## src/rtl/acr_pkg.sv

```systemverilog
package acr_pkg;

    typedef enum logic [1:0] {
        LK_IDLE   = 2'd0,
        LK_QUAL   = 2'd1,
        LK_LOCKED = 2'd2
    } lock_state_e;

    // Coast mask bit positions
    localparam int MB_NO_CLK    = 0;
    localparam int MB_PORT      = 1;
    localparam int MB_N_CHG     = 2;
    localparam int MB_CTS_JUMP  = 3;
    localparam int MB_PLL_LOSS  = 5;
    localparam int MB_CLK_IRREG = 6;

    localparam logic [7:0] MASK_IMPL = 8'h6F;

    localparam logic [1:0] RA_CTRL = 2'd0;
    localparam logic [1:0] RA_MASK = 2'd1;
    localparam logic [1:0] RA_THR  = 2'd2;
    localparam logic [1:0] RA_STAT = 2'd3;

endpackage

```

## src/rtl/acr_ctrl_regs.sv

```systemverilog
module acr_ctrl_regs
    import acr_pkg::*;
#(
    parameter int TW = 6
) (
    input  logic          clk,
    input  logic          rst_n,
    input  logic          wr_en,
    input  logic [1:0]    addr,
    input  logic [7:0]    wdata,
    input  logic          lock_stat,
    output logic          force_pulse,
    output logic [7:0]    coast_mask,
    output logic [TW-1:0] cts_thr,
    output logic [7:0]    rdata
);
    localparam int PAD = 8 - TW;

    logic          force_q;
    logic [7:0]    mask_q;
    logic [TW-1:0] thr_q;

    always_ff @(posedge clk or negedge rst_n) begin
        if (!rst_n) begin
            force_q <= 1'b0;
            mask_q  <= '0;
            thr_q   <= '0;
        end else begin
            force_q <= wr_en && (addr == RA_CTRL) && wdata[0];
            if (wr_en && addr == RA_MASK) mask_q <= wdata & MASK_IMPL;
            if (wr_en && addr == RA_THR)  thr_q  <= wdata[TW-1:0];
        end
    end

    always_comb begin
        unique case (addr)
            RA_CTRL: rdata = 8'h00;
            RA_MASK: rdata = mask_q;
            RA_THR:  rdata = {{PAD{1'b0}}, thr_q};
            RA_STAT: rdata = {7'b0, lock_stat};
            default: rdata = 8'h00;
        endcase
    end

    assign force_pulse = force_q;
    assign coast_mask  = mask_q;
    assign cts_thr     = thr_q;
endmodule

```

## src/rtl/acr_coast_eval.sv

```systemverilog
module acr_coast_eval
    import acr_pkg::*;
#(
    parameter int NW = 20,
    parameter int CW = 20,
    parameter int TW = 6
) (
    input  logic          clk,
    input  logic          rst_n,
    input  logic          pkt_good,
    input  logic [NW-1:0] pkt_n,
    input  logic [CW-1:0] pkt_cts,
    input  logic          prev_valid,
    input  logic [NW-1:0] prev_n,
    input  logic [CW-1:0] prev_cts,
    input  logic [TW-1:0] cts_thr,
    input  logic [7:0]    mask,
    input  logic          pll_locked,
    input  logic          ev_clk_irregular,
    input  logic          ev_no_clk,
    input  logic          ev_port_change,
    output logic          coast_req
);
    localparam int TPAD = CW - TW;

    logic [CW-1:0] cts_delta;
    logic          n_chg;
    logic          cts_jump;
    logic [7:0]    ev_vec;
    logic          ev_any;
    logic          held_q;

    always_comb begin
        cts_delta = (pkt_cts >= prev_cts) ? (pkt_cts - prev_cts) : (prev_cts - pkt_cts);
        n_chg     = pkt_good && prev_valid && (pkt_n != prev_n);
        cts_jump  = pkt_good && prev_valid && (cts_delta > {{TPAD{1'b0}}, cts_thr});
        ev_vec                = '0;
        ev_vec[MB_NO_CLK]     = ev_no_clk;
        ev_vec[MB_PORT]       = ev_port_change;
        ev_vec[MB_N_CHG]      = n_chg;
        ev_vec[MB_CTS_JUMP]   = cts_jump;
        ev_vec[MB_PLL_LOSS]   = !pll_locked;
        ev_vec[MB_CLK_IRREG]  = ev_clk_irregular;
        ev_any = |(ev_vec & mask);
    end

    // Stretch events until a clean good packet arrives
    always_ff @(posedge clk or negedge rst_n) begin
        if (!rst_n)        held_q <= 1'b0;
        else if (ev_any)   held_q <= 1'b1;
        else if (pkt_good) held_q <= 1'b0;
    end

    assign coast_req = ev_any || held_q;
endmodule

```

## src/rtl/acr_reload.sv

```systemverilog
module acr_reload #(
    parameter int NW = 20,
    parameter int CW = 20
) (
    input  logic          clk,
    input  logic          rst_n,
    input  logic          pkt_good,
    input  logic [NW-1:0] pkt_n,
    input  logic [CW-1:0] pkt_cts,
    input  logic          force_pulse,
    input  logic          coast_req,
    output logic          have_latest,
    output logic [NW-1:0] latest_n,
    output logic [CW-1:0] latest_cts,
    output logic          load_strobe,
    output logic [NW-1:0] load_n,
    output logic [CW-1:0] load_cts
);
    logic          pend_q;
    logic          have_q;
    logic [NW-1:0] lat_n_q,  ld_n_q;
    logic [CW-1:0] lat_c_q,  ld_c_q;
    logic          strobe_q;
    logic          differs;
    logic          want;
    logic [NW-1:0] src_n;
    logic [CW-1:0] src_c;

    always_comb begin
        differs = pkt_good && ((pkt_n != ld_n_q) || (pkt_cts != ld_c_q));
        want    = pend_q || differs || force_pulse;
        src_n   = pkt_good ? pkt_n   : lat_n_q;
        src_c   = pkt_good ? pkt_cts : lat_c_q;
    end

    always_ff @(posedge clk or negedge rst_n) begin
        if (!rst_n) begin
            pend_q   <= 1'b0;
            have_q   <= 1'b0;
            lat_n_q  <= '0;
            lat_c_q  <= '0;
            ld_n_q   <= '0;
            ld_c_q   <= '0;
            strobe_q <= 1'b0;
        end else begin
            if (pkt_good) begin
                lat_n_q <= pkt_n;
                lat_c_q <= pkt_cts;
                have_q  <= 1'b1;
            end
            if (want && !coast_req) begin
                strobe_q <= 1'b1;
                ld_n_q   <= src_n;
                ld_c_q   <= src_c;
                pend_q   <= 1'b0;
            end else begin
                strobe_q <= 1'b0;
                pend_q   <= want;
            end
        end
    end

    assign have_latest = have_q;
    assign latest_n    = lat_n_q;
    assign latest_cts  = lat_c_q;
    assign load_strobe = strobe_q;
    assign load_n      = ld_n_q;
    assign load_cts    = ld_c_q;
endmodule

```

## src/rtl/acr_lock_fsm.sv

```systemverilog
module acr_lock_fsm
    import acr_pkg::*;
(
    input  logic clk,
    input  logic rst_n,
    input  logic pll_locked,
    input  logic pkt_good,
    output logic locked
);
    lock_state_e state_q, state_d;
    logic        seen_q;
    logic        both_ok;

    assign both_ok = pll_locked && (seen_q || pkt_good);

    // A good packet must be seen again after every PLL loss
    always_ff @(posedge clk or negedge rst_n) begin
        if (!rst_n)          seen_q <= 1'b0;
        else if (!pll_locked) seen_q <= 1'b0;
        else if (pkt_good)   seen_q <= 1'b1;
    end

    always_ff @(posedge clk or negedge rst_n) begin
        if (!rst_n) state_q <= LK_IDLE;
        else        state_q <= state_d;
    end

    always_comb begin
        state_d = state_q;
        unique case (state_q)
            LK_IDLE:   if (both_ok) state_d = LK_QUAL;
            LK_QUAL:   state_d = both_ok ? LK_LOCKED : LK_IDLE;
            LK_LOCKED: if (!pll_locked) state_d = LK_IDLE;
            default:   state_d = LK_IDLE;
        endcase
    end

    always_comb begin
        locked = (state_q == LK_LOCKED);
    end
endmodule

```

## src/rtl/acr_lock_ctrl.sv

```systemverilog
module acr_lock_ctrl #(
    parameter int NW = 20,
    parameter int CW = 20,
    parameter int TW = 6
) (
    input  logic          clk,
    input  logic          rst_n,
    input  logic          acr_valid,
    input  logic [NW-1:0] acr_n,
    input  logic [CW-1:0] acr_cts,
    input  logic          tmds_pll_locked,
    input  logic          ev_clk_irregular,
    input  logic          ev_no_clk,
    input  logic          ev_port_change,
    input  logic          reg_wr_en,
    input  logic [1:0]    reg_addr,
    input  logic [7:0]    reg_wdata,
    output logic [7:0]    reg_rdata,
    output logic          load_strobe,
    output logic [NW-1:0] load_n,
    output logic [CW-1:0] load_cts,
    output logic          coast_req,
    output logic          audio_locked
);
    logic          pkt_good;
    logic          force_pulse;
    logic [7:0]    coast_mask;
    logic [TW-1:0] cts_thr;
    logic          have_latest;
    logic [NW-1:0] latest_n;
    logic [CW-1:0] latest_cts;

    // Zero N or CTS is outside the valid range
    assign pkt_good = acr_valid && (acr_n != '0) && (acr_cts != '0);

    acr_ctrl_regs #(.TW(TW)) u_regs (
        .clk(clk), .rst_n(rst_n),
        .wr_en(reg_wr_en), .addr(reg_addr), .wdata(reg_wdata),
        .lock_stat(audio_locked),
        .force_pulse(force_pulse), .coast_mask(coast_mask),
        .cts_thr(cts_thr), .rdata(reg_rdata)
    );

    acr_coast_eval #(.NW(NW), .CW(CW), .TW(TW)) u_coast (
        .clk(clk), .rst_n(rst_n),
        .pkt_good(pkt_good), .pkt_n(acr_n), .pkt_cts(acr_cts),
        .prev_valid(have_latest), .prev_n(latest_n), .prev_cts(latest_cts),
        .cts_thr(cts_thr), .mask(coast_mask),
        .pll_locked(tmds_pll_locked),
        .ev_clk_irregular(ev_clk_irregular), .ev_no_clk(ev_no_clk),
        .ev_port_change(ev_port_change),
        .coast_req(coast_req)
    );

    acr_reload #(.NW(NW), .CW(CW)) u_reload (
        .clk(clk), .rst_n(rst_n),
        .pkt_good(pkt_good), .pkt_n(acr_n), .pkt_cts(acr_cts),
        .force_pulse(force_pulse), .coast_req(coast_req),
        .have_latest(have_latest), .latest_n(latest_n), .latest_cts(latest_cts),
        .load_strobe(load_strobe), .load_n(load_n), .load_cts(load_cts)
    );

    acr_lock_fsm u_lock (
        .clk(clk), .rst_n(rst_n),
        .pll_locked(tmds_pll_locked), .pkt_good(pkt_good),
        .locked(audio_locked)
    );
endmodule

```

## config.mk

```make
export PLATFORM = sky130hd
export DESIGN_NAME = acr_lock_ctrl
export DESIGN_NICKNAME = d
export VERILOG_FILES = /design/src/rtl/acr_pkg.sv /design/src/rtl/acr_ctrl_regs.sv /design/src/rtl/acr_coast_eval.sv /design/src/rtl/acr_reload.sv /design/src/rtl/acr_lock_fsm.sv /design/src/rtl/acr_lock_ctrl.sv
export SDC_FILE = /design/constraint.sdc
export NUM_CORES = 1
export LEC_CHECK = 0
export BUFFER_PORTS_ARGS = -buffer_cell sky130_fd_sc_hd__buf_2
export CELL_PAD_IN_SITES_DETAIL_PLACEMENT = 1
export CELL_PAD_IN_SITES_GLOBAL_PLACEMENT = 1
export CORE_ASPECT_RATIO = 2
export CORE_MARGIN = 2
export CORE_UTILIZATION = 48
export CTS_CLUSTER_SIZE = 12
export DETAILED_ROUTE_END_ITERATION = 6
export MAX_ROUTING_LAYER = met4
export PLACE_DENSITY_LB_ADDON = 0.15
export SETUP_SLACK_MARGIN = 0.5
export SLEW_MARGIN = 15
export SYNTH_ARGS = -nofsm -noshare
export SYNTH_HDL_FRONTEND = slang
export SYNTH_SLANG_ARGS = --single-unit
export TNS_END_PERCENT = 20
```

## constraint.sdc

```tcl
create_clock -name clk -period 13.6 [get_ports clk]
set_clock_uncertainty 0.2 [all_clocks]
set_input_delay 2.04 -clock clk [delete_from_list [all_inputs] [get_ports clk]]
set_output_delay 2.04 -clock clk [all_outputs]
set_load 0.02 [all_outputs]
```

# --- Yosys cells after proc, flatten, opt, wreduce, memory -nomap -nowiden ---
# Index checks and enable logic that the tools add are counted.
word_totals:
  out_inout_bits: 51
  reg_bits: 100
  inputBits: 58
  wordCells: 69
op_classes:
  bitwise_logic: 1
  n_eq_ne: 11
  muxes: 14
  magnitude_cmp: 2
  n_reduce_logical: 26
  add_sub_neg: 2
ops:
  columns: ["operator", "count"]
  rows:
  - ["$mux W20", 3]
  - ["$ne A20 B20 Y1", 3]
  - ["$reduce_bool A20 Y1", 2]
  - ["$sub A20 B20 Y20", 2]
  - ["$pmux W8 S4", 1]
  - ["$ge A20 B20 Y1", 1]
  - ["$gt A20 B6 Y1", 1]
  - ["$logic_and A1 B1 Y1", 12]
  - ["$reduce_or A8 Y1", 1]
  - ["$and A7 B7 Y7", 1]
  - ["$eq A2 B2 Y1 const B", 3]
  - ["$mux W1", 6]
  - ["$mux W2", 3]
  - ["$pmux W2 S3", 1]
  - ["$logic_or A1 B1 Y1", 5]
  - ["$eq A2 B1 Y1 const B", 2]
  - ["$logic_not A2 Y1", 2]
  - ["$ne A2 B1 Y1 const B", 2]
  - ["$logic_not A1 Y1", 2]
  - ["$ne A2 B2 Y1 const B", 1]
  - ["$reduce_and A2 Y1", 1]
  - ["$reduce_bool A2 Y1", 1]

# --- Longest topological paths before layout ---
# Gate-level depths: netlist of the first run.
depth:
  ltp_word: 11
  mapped_depth: 23
  ltp_nobuf: 22

# --- Modules after synthesis ---
# Synthesis of the first run repeated with hierarchy kept, for this count alone.
unflattened:
  hier_cells: 936
  area_unflattened_um2: 8358.0
modules_own_cells:
  columns: ["mod", "n_inst", "area_per_inst_um2", "cells_each", "seq_area_each_um2"]
  rows:
  - ["acr_reload", 1, 4665.7, 474, 2077.0]
  - ["acr_coast_eval", 1, 2806.4, 395, 25.0]
  - ["acr_ctrl_regs", 1, 668.1, 43, 325.3]
  - ["acr_lock_fsm", 1, 128.9, 9, 75.1]
  - ["acr_lock_ctrl", 1, 88.8, 15, 0.0]

# --- Least setup slack after synthesis of the first run ---
# Ideal clock, no wire load.
synth_timing:
  kind: "input -> output"
  start: "input acr_cts[11]"
  end: "output coast_req"
  arrival_ns: 5.892
  path_buffers: 2
  path_stages: 20
  slack_ns: 5.468
  required_time_ns: 11.360
  cell_sequence: "inv_1 > ha_1 > buf_2 > nand4_1 > or3_1 > a211o_1 > o211ai_1 > clkbuf_1 > mux2i_1 > xnor2_1 > ha_1 > o21a_1 > o21ai_0 > nand2b_1 > a211oi_1 > o21ai_0 > a211oi_1 > nand4_1 > o41ai_1 > nand2_1"
synth_via:
  elab_chain_cells: 7
synth_rtl:
  columns: ["element", "line_no", "source"]
  rows:
  - ["start: declaration", "acr_lock_ctrl.sv:10", "input logic [CW-1:0] acr_cts,"]
  - ["$sub A20 B20 Y20, or another cell as far along", "acr_coast_eval.sv:34", "cts_delta = (pkt_cts >= prev_cts) ? (pkt_cts - prev_cts) : (prev_cts - pkt_cts);"]
  - ["$mux W20 / $logic_and A1 B1 Y1 (equally long branches)", "acr_coast_eval.sv:34, acr_lock_ctrl.sv:34", null]
  - ["$gt A20 B6 Y1 / $logic_and A1 B1 Y1 (equally long branches)", "acr_coast_eval.sv:36, acr_coast_eval.sv:35", null]
  - ["$logic_and A1 B1 Y1 (on tied branches)", "acr_coast_eval.sv:36, acr_coast_eval.sv:35", null]
  - ["$and A7 B7 Y7 (*)", "acr_coast_eval.sv:44", "ev_any = |(ev_vec & mask);"]
  - ["$reduce_or A8 Y1 (*)", "acr_coast_eval.sv:44", null]
  - ["$logic_or A1 B1 Y1 (*)", "acr_coast_eval.sv:54", "assign coast_req = ev_any || held_q;"]
  - ["end: declaration", "acr_lock_ctrl.sv:22", "output logic coast_req,"]
# Every way passes the cells marked *; elsewhere a longest branch is shown, timed or not.

# --- Final worst setup path of the first run ---
layout_timing:
  start: "input acr_cts[14]"
  end: "output coast_req"
# The elaborated chain is that of the path after synthesis.

==> key figures, run 1 <==
Clock tree
  – CTS resizes: 0
  – Maximum clock path buffer count: 2
  – H-Tree Level Count: 3
  – Clock transition at path regs: 0.08 ns
  – CTS tree: done
  – Post-CTS Setup Repair Bufs: 0
  – CTS Buf Count: 9
  – Clock latency on the worst-skew pair: 0.36 ns
  – Root Driver: clkbuf_16
  – # clock sinks: 100
  – Hold buffer count at CTS: 0

Worst setup path
  – Worst R2R Setup Slack: 7.48 ns
  – CP endpoint: coast_req
  – Worst Path Arrival: 7.31 ns
  – RR Endpoint: u_reload.load_cts[19]
  – Startpoint types: input port
  – CP max FO: 11
  – Setup CP Type: input port to output pin
  – R2R cell count: 17
  – Worst Path Required: 11.36 ns
  – CP startpoint: acr_cts[14]
  – Launching point of the worst reg2reg path: u_reload.latest_cts[14]
  – Setup crit end kind: output pin

STA
  – Hold Worst Slack: 0.266 ns
  – Max Slew Vio Count: 0
  – FMAX: 105 MHz
  – Finish-stage setup viols: 0
  – TNS Setup: 0 ns
  – Max-slew headroom: 0.372
  – Fin. Hold Viols: 0
  – Post-route worst setup slack: 4.05 ns
  – Period utilization: 0.702
  – Min Clock Period, post-route: 9.55 ns
  – RSZ-0062 raised after global routing: no
  – Worst-Margin Slew: 0.934 ns

Final layout
  – Final #Nets: 901
  – Design area: 0.00796 mm2
  – Antenna cells: 0
  – # fillers: 1642
  – Sequential cell area: 0.00250 mm2
  – Layout area overhead: 13.3%
  – Multi-input gate area: 0.00415 mm2
  – Share of layout cells above drive strength 1: 0.256

Detailed routing
  – 1st-iter DRT viols: 241
  – Pre-antenna DRT Iters: 4
  – Vias per cell: 5.95
  – Routed Antenna Nets: 0
  – Total Routed Length: 23000 um
  – Drt drc: 0
  – Drt wl/cell: 23.2 um
  – DR vias: 5904

Run status
  – Status: completed

Die
  – Chip Height: 175 um
  – Initial core utilization: 0.490
  – Row cnt: 62
  – Full die area: 0.0157 mm2
  – IO Pins: 109
  – Die W: 89.5 um
  – Core Footprint: 0.0144 mm2

Logic synthesis
  – Syn_nets: 810
  – Main synth FF type: dfrtp_1
  – Synthesis-stage register bit count: 100
  – Netlist cell types: 65
  – Sequential share of the synthesized area: 0.356
  – Average size of a mapped cell: 9.97 um2
  – Synth warnings: 0
  – Cells after synthesis: 705
  – Cell taking the most area after synthesis: dfrtp_1
  – Ranking of synthesized cells by area: dfrtp_1 (36%), mux2_4 (8.3%), ha_1 (8.0%), xnor2_1 (6.4%), mux2_2 (5.0%)
  – Synth async-reset ratio: 1.00
  – Mapped Area: 0.00703 mm2
  – Synth top area share: 0.356
  – Number of synthesized flops with an enable pin: 0

GRT
  – Vias in the first global route: 6624
  – Initial antenna violation count: 0
  – Total Routing Usage GR: 0.314
  – Largest net degree at the start of global routing: 66
  – Overflow after GRT: 0
  – First-pass GRT wire length: 35800 um

Hold path
  – HP Class: flip-flop to flip-flop

Power and ir drop
  – Pwr Density: 166 mW/mm2
  – Worst vdd ir: 0.108 mV
  – Lkg Pwr: 3.83 nW

Placement
  – Number of port buffers: 106
  – RePlAce Congestion: 0.976
  – Final HPWL from detailed placement: 18000 um
  – Placed Area: 0.00766 mm2
  – Post-place setup slack: 4.25 ns

Run
  – Maxcap violations: 0
==> report_power, final <==
group	total (W)	internal (W)	switching [W]
Combinational	0.000588	0.000256	0.000332
Sequential	0.000462	0.000377	0.0000848
Clock	0.000270	0.000135	0.000134
==> placed cells by master, fill, tap and decap left out, types with 8 or more instances in the layout <==
master,Yosys,final
nor2_1,16,16
mux2_4,39,39
dfrtp_1,100,100
a21oi_1,36,36
a211oi_1,8,8
nor2b_1,8,8
xnor2_1,51,51
clkbuf_16,0,9
nand2_1,55,55
buf_2,8,105
xor2_1,35,35
o21ai_0,39,39
mux2_2,31,31
nor4_1,18,18
inv_1,53,53
a21o_1,16,16
nand4_1,22,22
ha_1,45,45
==> flip-flops by register name, indices dropped and copies added (netlist names), 2 cells and up <==
name	cells
u_lock.state_q	2
u_regs.coast_mask	6
u_regs.cts_thr	6
u_reload.latest_cts	20
u_reload.latest_n	20
u_reload.load_cts	20
u_reload.load_n	20
==> synthesized netlist by cell type (3+ instances only) <==
cell type and instances:
nand2_1 55, clkbuf_1 12, nand2_2 3, dfrtp_1 100, buf_6 4, o211ai_1 4, xor2_1 35, a31oi_1 3
or3_1 3, a221oi_1 4, a211o_1 3, o21ai_0 39, o21ai_1 5, a21oi_1 36, o31ai_1 3, inv_1 53
o22ai_1 4, a21o_1 16, mux2i_1 3, a211oi_1 8, mux2_4 39, nand4_1 22, nor4_1 18, mux2_2 31
xnor2_1 51, buf_2 8, buf_4 5, o21a_1 5, nand3_1 5, a22o_1 6, nor2b_1 8, and2_1 6
nand2b_1 3, nor2_1 16, nor3_1 6, ha_1 45
==> routing by layer <==
metal	routed length (um)	up-vias	GRT usage
li1	-	2669	-
met4	1520	0	0.182
met5	0	-	-
met2	13000	182	0.565
met1	7610	2967	0.305
met3	865	86	0.0435
==> kinds of logic after synthesis <==
kind of cell / count (synthesis) / synth area share
compound gates: 158 / 0.146
simple gates: 155 / 0.112
flops: 100 / 0.356
xor+xnor: 86 / 0.107
buf+inv: 84 / 0.0532
mux: 74 / 0.139
fa+ha+maj: 47 / 0.0858
other cells: 1 / 0.000534
==> final cells by class <==
| type | count | share of cell area |
|---|---|---|
| flip-flops and latches | 100 | 0.314 |
| well taps | 192 | 0.0302 |
| repair buffers | 110 | 0.0707 |
| inverters | 54 | 0.0255 |
| clock buffers | 10 | 0.0300 |
| multi-input cells | 521 | 0.521 |
| clock inverters | 6 | 0.00817 |
==> how the worst min path moves through the flow <==
stage	to	startpoint	cells after the start	slack, ns
CTS	u_lock.state_q[0]	u_lock.state_q[1]	1	0.28
global route	u_lock.state_q[0]	u_lock.state_q[1]	1	0.30
detailed placement	u_lock.state_q[0]	u_lock.state_q[1]	1	0.27
global placement	u_lock.state_q[0]	u_lock.state_q[1]	1	0.24
floorplan	u_lock.state_q[0]	u_lock.state_q[1]	1	0.23
finish	u_lock.state_q[0]	u_lock.state_q[1]	1	0.27
==> metrics by stage <==
| step | utilization | total power [W] | std cells |
|---|---|---|---|
| after global placement | 0.534 | 0.00102 | 977 |
| after global routing | 0.555 | 0.00139 | 993 |
| after CTS | 0.555 | 0.00132 | 993 |
| after detailed placement | 0.534 | 0.00105 | 977 |
| after floorplan | - | 0.000834 | 705 |
| final | 0.555 | 0.00132 | 993 |
==> worst max-delay path, stage by stage <==
cell and delay [ns]:
buf_2 0.14, inv_1 0.05, ha_1 0.53, nand4_1 0.21, or3_1 0.41, o211ai_1 0.72, mux2i_1 0.32, xnor2_1 0.19
ha_1 0.30, o21a_1 0.11, o21ai_0 0.14, nand2b_1 0.09, a211oi_1 0.30, o21ai_0 0.19, a211oi_1 0.47, nand4_1 0.24
o41ai_1 0.54, nand2_1 0.12, buf_2 0.19
Note: power is estimated with default switching activity, not from simulation.
==> run 2: changes to the inputs <==
--- a/config.mk
+++ b/config.mk
@@ -5,12 +5,13 @@
 export SDC_FILE = /design/constraint.sdc
 export NUM_CORES = 1
 export LEC_CHECK = 0
+export ABC_AREA = 1
 export BUFFER_PORTS_ARGS = -buffer_cell sky130_fd_sc_hd__buf_2
 export CELL_PAD_IN_SITES_DETAIL_PLACEMENT = 1
 export CELL_PAD_IN_SITES_GLOBAL_PLACEMENT = 1
 export CORE_ASPECT_RATIO = 2
 export CORE_MARGIN = 2
-export CORE_UTILIZATION = 48
+export CORE_UTILIZATION = 42
 export CTS_CLUSTER_SIZE = 12
 export DETAILED_ROUTE_END_ITERATION = 6
 export MAX_ROUTING_LAYER = met4
==> constraint.sdc (replaced) <==
create_clock -name clk -period 10 [get_ports clk]
set_clock_uncertainty 0.2 [all_clocks]
set_input_delay 1.5 -clock clk [delete_from_list [all_inputs] [get_ports clk]]
set_output_delay 1.5 -clock clk [all_outputs]
set_load 0.02 [all_outputs]
==> run 2 against run 1 <==
Cell count is 49% higher. Worst setup slack worse by 1.4 ns. Via count is 33% higher. Critical path depth is 6 higher. Core utilization is 7.7 points lower. Routed wire length is 24% higher. Hold slack worse by 0.034 ns. Global-route usage is 0.66 points lower. Die area is 25% higher. Cell area is 9.4% higher. Area after synthesis is 11% higher. Synthesized cell count is 65% higher. Critical endpoint unchanged. Largest cell class unchanged. Highest routed layer unchanged.
==> key figures, run 2 <==
STA
  – Max Slew Vio Count: 0
  – Period utilization: 0.738
  – FMAX: 136 MHz
  – Finish-stage setup viols: 0
  – Fin. Hold Viols: 0
  – TNS Setup: 0 ns
  – Min Clock Period, post-route: 7.38 ns
  – Worst-Margin Slew: 0.947 ns
  – RSZ-0062 raised after global routing: no
  – Max-slew headroom: 0.369
  – Hold Worst Slack: 0.232 ns

Power and ir drop
  – Pwr Density: 199 mW/mm2
  – Worst vdd ir: 0.139 mV
  – Sw frac: 0.454
  – Lkg Pwr: 4.86 nW
  – Sequential power share: 0.351
  – Clk pwr share: 0.191
  – Sw power: 0.000787 W
  – Int Power: 0.000947 W
  – Combinational power share: 0.458

Logic synthesis
  – Netlist cell types: 37
  – Ranking of synthesized cells by area: dfrtp_1 (32%), nand2_1 (21%), inv_1 (8.1%), ha_1 (7.2%), nand4_1 (5.5%)
  – Top cells by count, synth: nand2_1 (437), inv_1 (167), dfrtp_1 (100), nand4_1 (68), nor2_1 (58)
  – Cell taking the most area after synthesis: dfrtp_1
  – Post-synthesis mux area share: 0.00129
  – Main synth FF type: dfrtp_1
  – Synth warnings: 0
  – Mapped Area: 0.00777 mm2
  – Synthesis-stage register bit count: 100
  – Number of synthesized flops with an enable pin: 0
  – Area share of and/or/nand/nor cells after synthesis: 0.364
  – Largest family of logic cells by synthesized area: simple AND/OR/NAND/NOR gates
  – Syn_nets: 1271
  – Sequential share of the synthesized area: 0.322
  – Average size of a mapped cell: 6.66 um2
  – Synth top area share: 0.322
  – XOR/XNOR Fraction of Synth Area: 0.0586
  – Compound-Gate Fraction of Synth Area: 0.0672
  – Cells after synthesis: 1166
  – Fraction of the mapped netlist area in adder cells: 0.0776
  – Top-count cell post-synth: nand2_1
  – Synth async-reset ratio: 1.00

Placement
  – Placed instance count: 1461
  – Final HPWL from detailed placement: 23300 um
  – Number of port buffers: 106
  – RePlAce Congestion: 0.991

Final layout
  – Share of layout cells above drive strength 1: 0.127
  – Fin cells: 1477
  – Commonest non-fill, non-tap cell in the layout: nand2_1
  – # fillers: 2478
  – Antenna cells: 0
  – Most frequent cells in the layout: nand2_1 (437), inv_1 (167), buf_2 (105), dfrtp_1 (100), nand4_1 (68)
  – Layout area overhead: 12.2%
  – Final #Nets: 1361

GRT
  – Largest net degree at the start of global routing: 75
  – Vias in the first global route: 8478
  – Overflow after GRT: 0
  – First-pass GRT wire length: 44500 um
  – Initial antenna violation count: 0
  – Total Routing Usage GR: 0.308

Clock tree
  – CTS Buf Count: 9
  – CTS resizes: 0
  – H-Tree Level Count: 3
  – Maximum clock path buffer count: 2
  – Root Driver: clkbuf_16
  – # clock sinks: 100
  – CTS tree: done
  – Hold buffer count at CTS: 0
  – Post-CTS Setup Repair Bufs: 0
  – Clock transition at path regs: 0.07 ns
  – Clock latency on the worst-skew pair: 0.35 ns

Detailed routing
  – 1st-iter DRT viols: 339
  – Routed Antenna Nets: 0
  – Total Routed Length: 28600 um
  – Pre-antenna DRT Iters: 4
  – DR WL met2: 16800 um
  – DR top layer: met4
  – DR vias: 7844
  – Drt drc: 0
  – Met3 wire len: 681 um
  – Post-Route M1 WL: 9510 um
  – Drt wl/cell: 19.4 um
  – Vias per cell: 5.31

Die
  – Core Footprint: 0.0182 mm2
  – Full die area: 0.0197 mm2
  – Chip Height: 196 um
  – Row cnt: 70
  – Initial core utilization: 0.426
  – IO Pins: 109
  – Die W: 100 um

Worst setup path
  – Kind of cell adding the most delay to the critical path: simple AND/OR/NAND/NOR gates
  – Worst Path Arrival: 5.68 ns
  – Crit path buf inv count: 6
  – CP peak stage delay: 0.44 ns
  – Startpoint types: input port
  – Worst Path Required: 8.30 ns
  – Setup CP Type: input port to output pin
  – Top cell by count, worst path: nand2_1
  – Critical path's slowest cell: ha_1
  – CP max FO: 12
  – Setup crit end kind: output pin

Run
  – Maxcap violations: 0

Run status
  – Status: completed

Hold path
  – HP Class: flip-flop to flip-flop
[run 2: worst paths after layout]
path                                         to               startpoint  slack [ns]  cells after the start
setup / recovery                      coast_req              acr_cts[18]        2.62                     25
hold / removal                u_lock.state_q[0]        u_lock.state_q[1]        0.23                      1
setup reg to reg           u_reload.load_cts[0]  u_reload.latest_cts[17]        4.66                     25
hold reg to reg               u_lock.state_q[0]        u_lock.state_q[1]        0.23                      1
max in group asynchronous  u_regs.coast_mask[6]                    rst_n        7.44                      2
min in group asynchronous   u_reload.load_n[12]                    rst_n        0.87                      1
[run 2: metal layers]
metal / track usage / vias up
met5: - / -
met1: 0.274 / 3785
met3: 0.0335 / 63
met2: 0.610 / 140
met4: 0.158 / 0
li1: - / 3856
[run 2: worst register-to-register path, stage by stage, from the launching register on]
cell and delay, ns:
dfrtp_1 0.41, ha_1 0.42, nand2_1 0.17, nor2_1 0.36, nand3_1 0.24, nor2_1 0.14, nor2_1 0.08, nand2_2 0.27
inv_2 0.22, o21ai_0 0.25, xnor2_1 0.16, inv_1 0.09, ha_1 0.32, a21oi_1 0.19, nand2_1 0.08, nand2_1 0.06
nand4_1 0.09, nand2_1 0.07, inv_1 0.03, nor2_1 0.12, nand3_2 0.13, nand2_1 0.11, nand4_2 0.39, buf_4 0.43
nand2_1 0.12, nand2_1 0.06
[run 2: cell type report]
type	count	area [um2]	share of cell area
multi-input combinational	857	4420	0.508
sequential	100	2500	0.287
inverter	176	662	0.0760
tap	216	270	0.0310
clock buffer	10	229	0.0263
clock inverter	6	47.5	0.00546
timing repair buffer	112	578	0.0663
[run 2: kinds of logic (layout without fill, tap and decap cells)]
group | after synthesis | after routing
compound gates | 96 | 96
xor+xnor | 52 | 52
fa+ha+maj | 47 | 47
buf+inv | 209 | 304
flops | 100 | 100
mux | 1 | 1
other cells | 1 | 1
simple gates | 660 | 660
[run 2: metrics by stage]
stage | power, W | utilization | cell area [um2] | setup slack (ns)
floorplan | 0.00112 | - | 7770 | 3.83
finish | 0.00173 | 0.478 | 8710 | 2.62
global placement | 0.00138 | 0.463 | 8440 | 2.77
detailed placement | 0.00141 | 0.463 | 8440 | 2.72
CTS | 0.00175 | 0.478 | 8710 | 2.70
global route | 0.00185 | 0.478 | 8710 | 2.29
[run 2: power by group through the flow]
stage	combinational (W)	clock (W)	sequential [W]
5_1_grt	0.000876	0.000352	0.000623
2_1_floorplan	0.000422	0	0.000694
3_5_place_dp	0.000793	0	0.000615
6_report	0.000794	0.000331	0.000610
3_3_place_gp	0.000773	0	0.000611
4_1_cts	0.000800	0.000338	0.000609
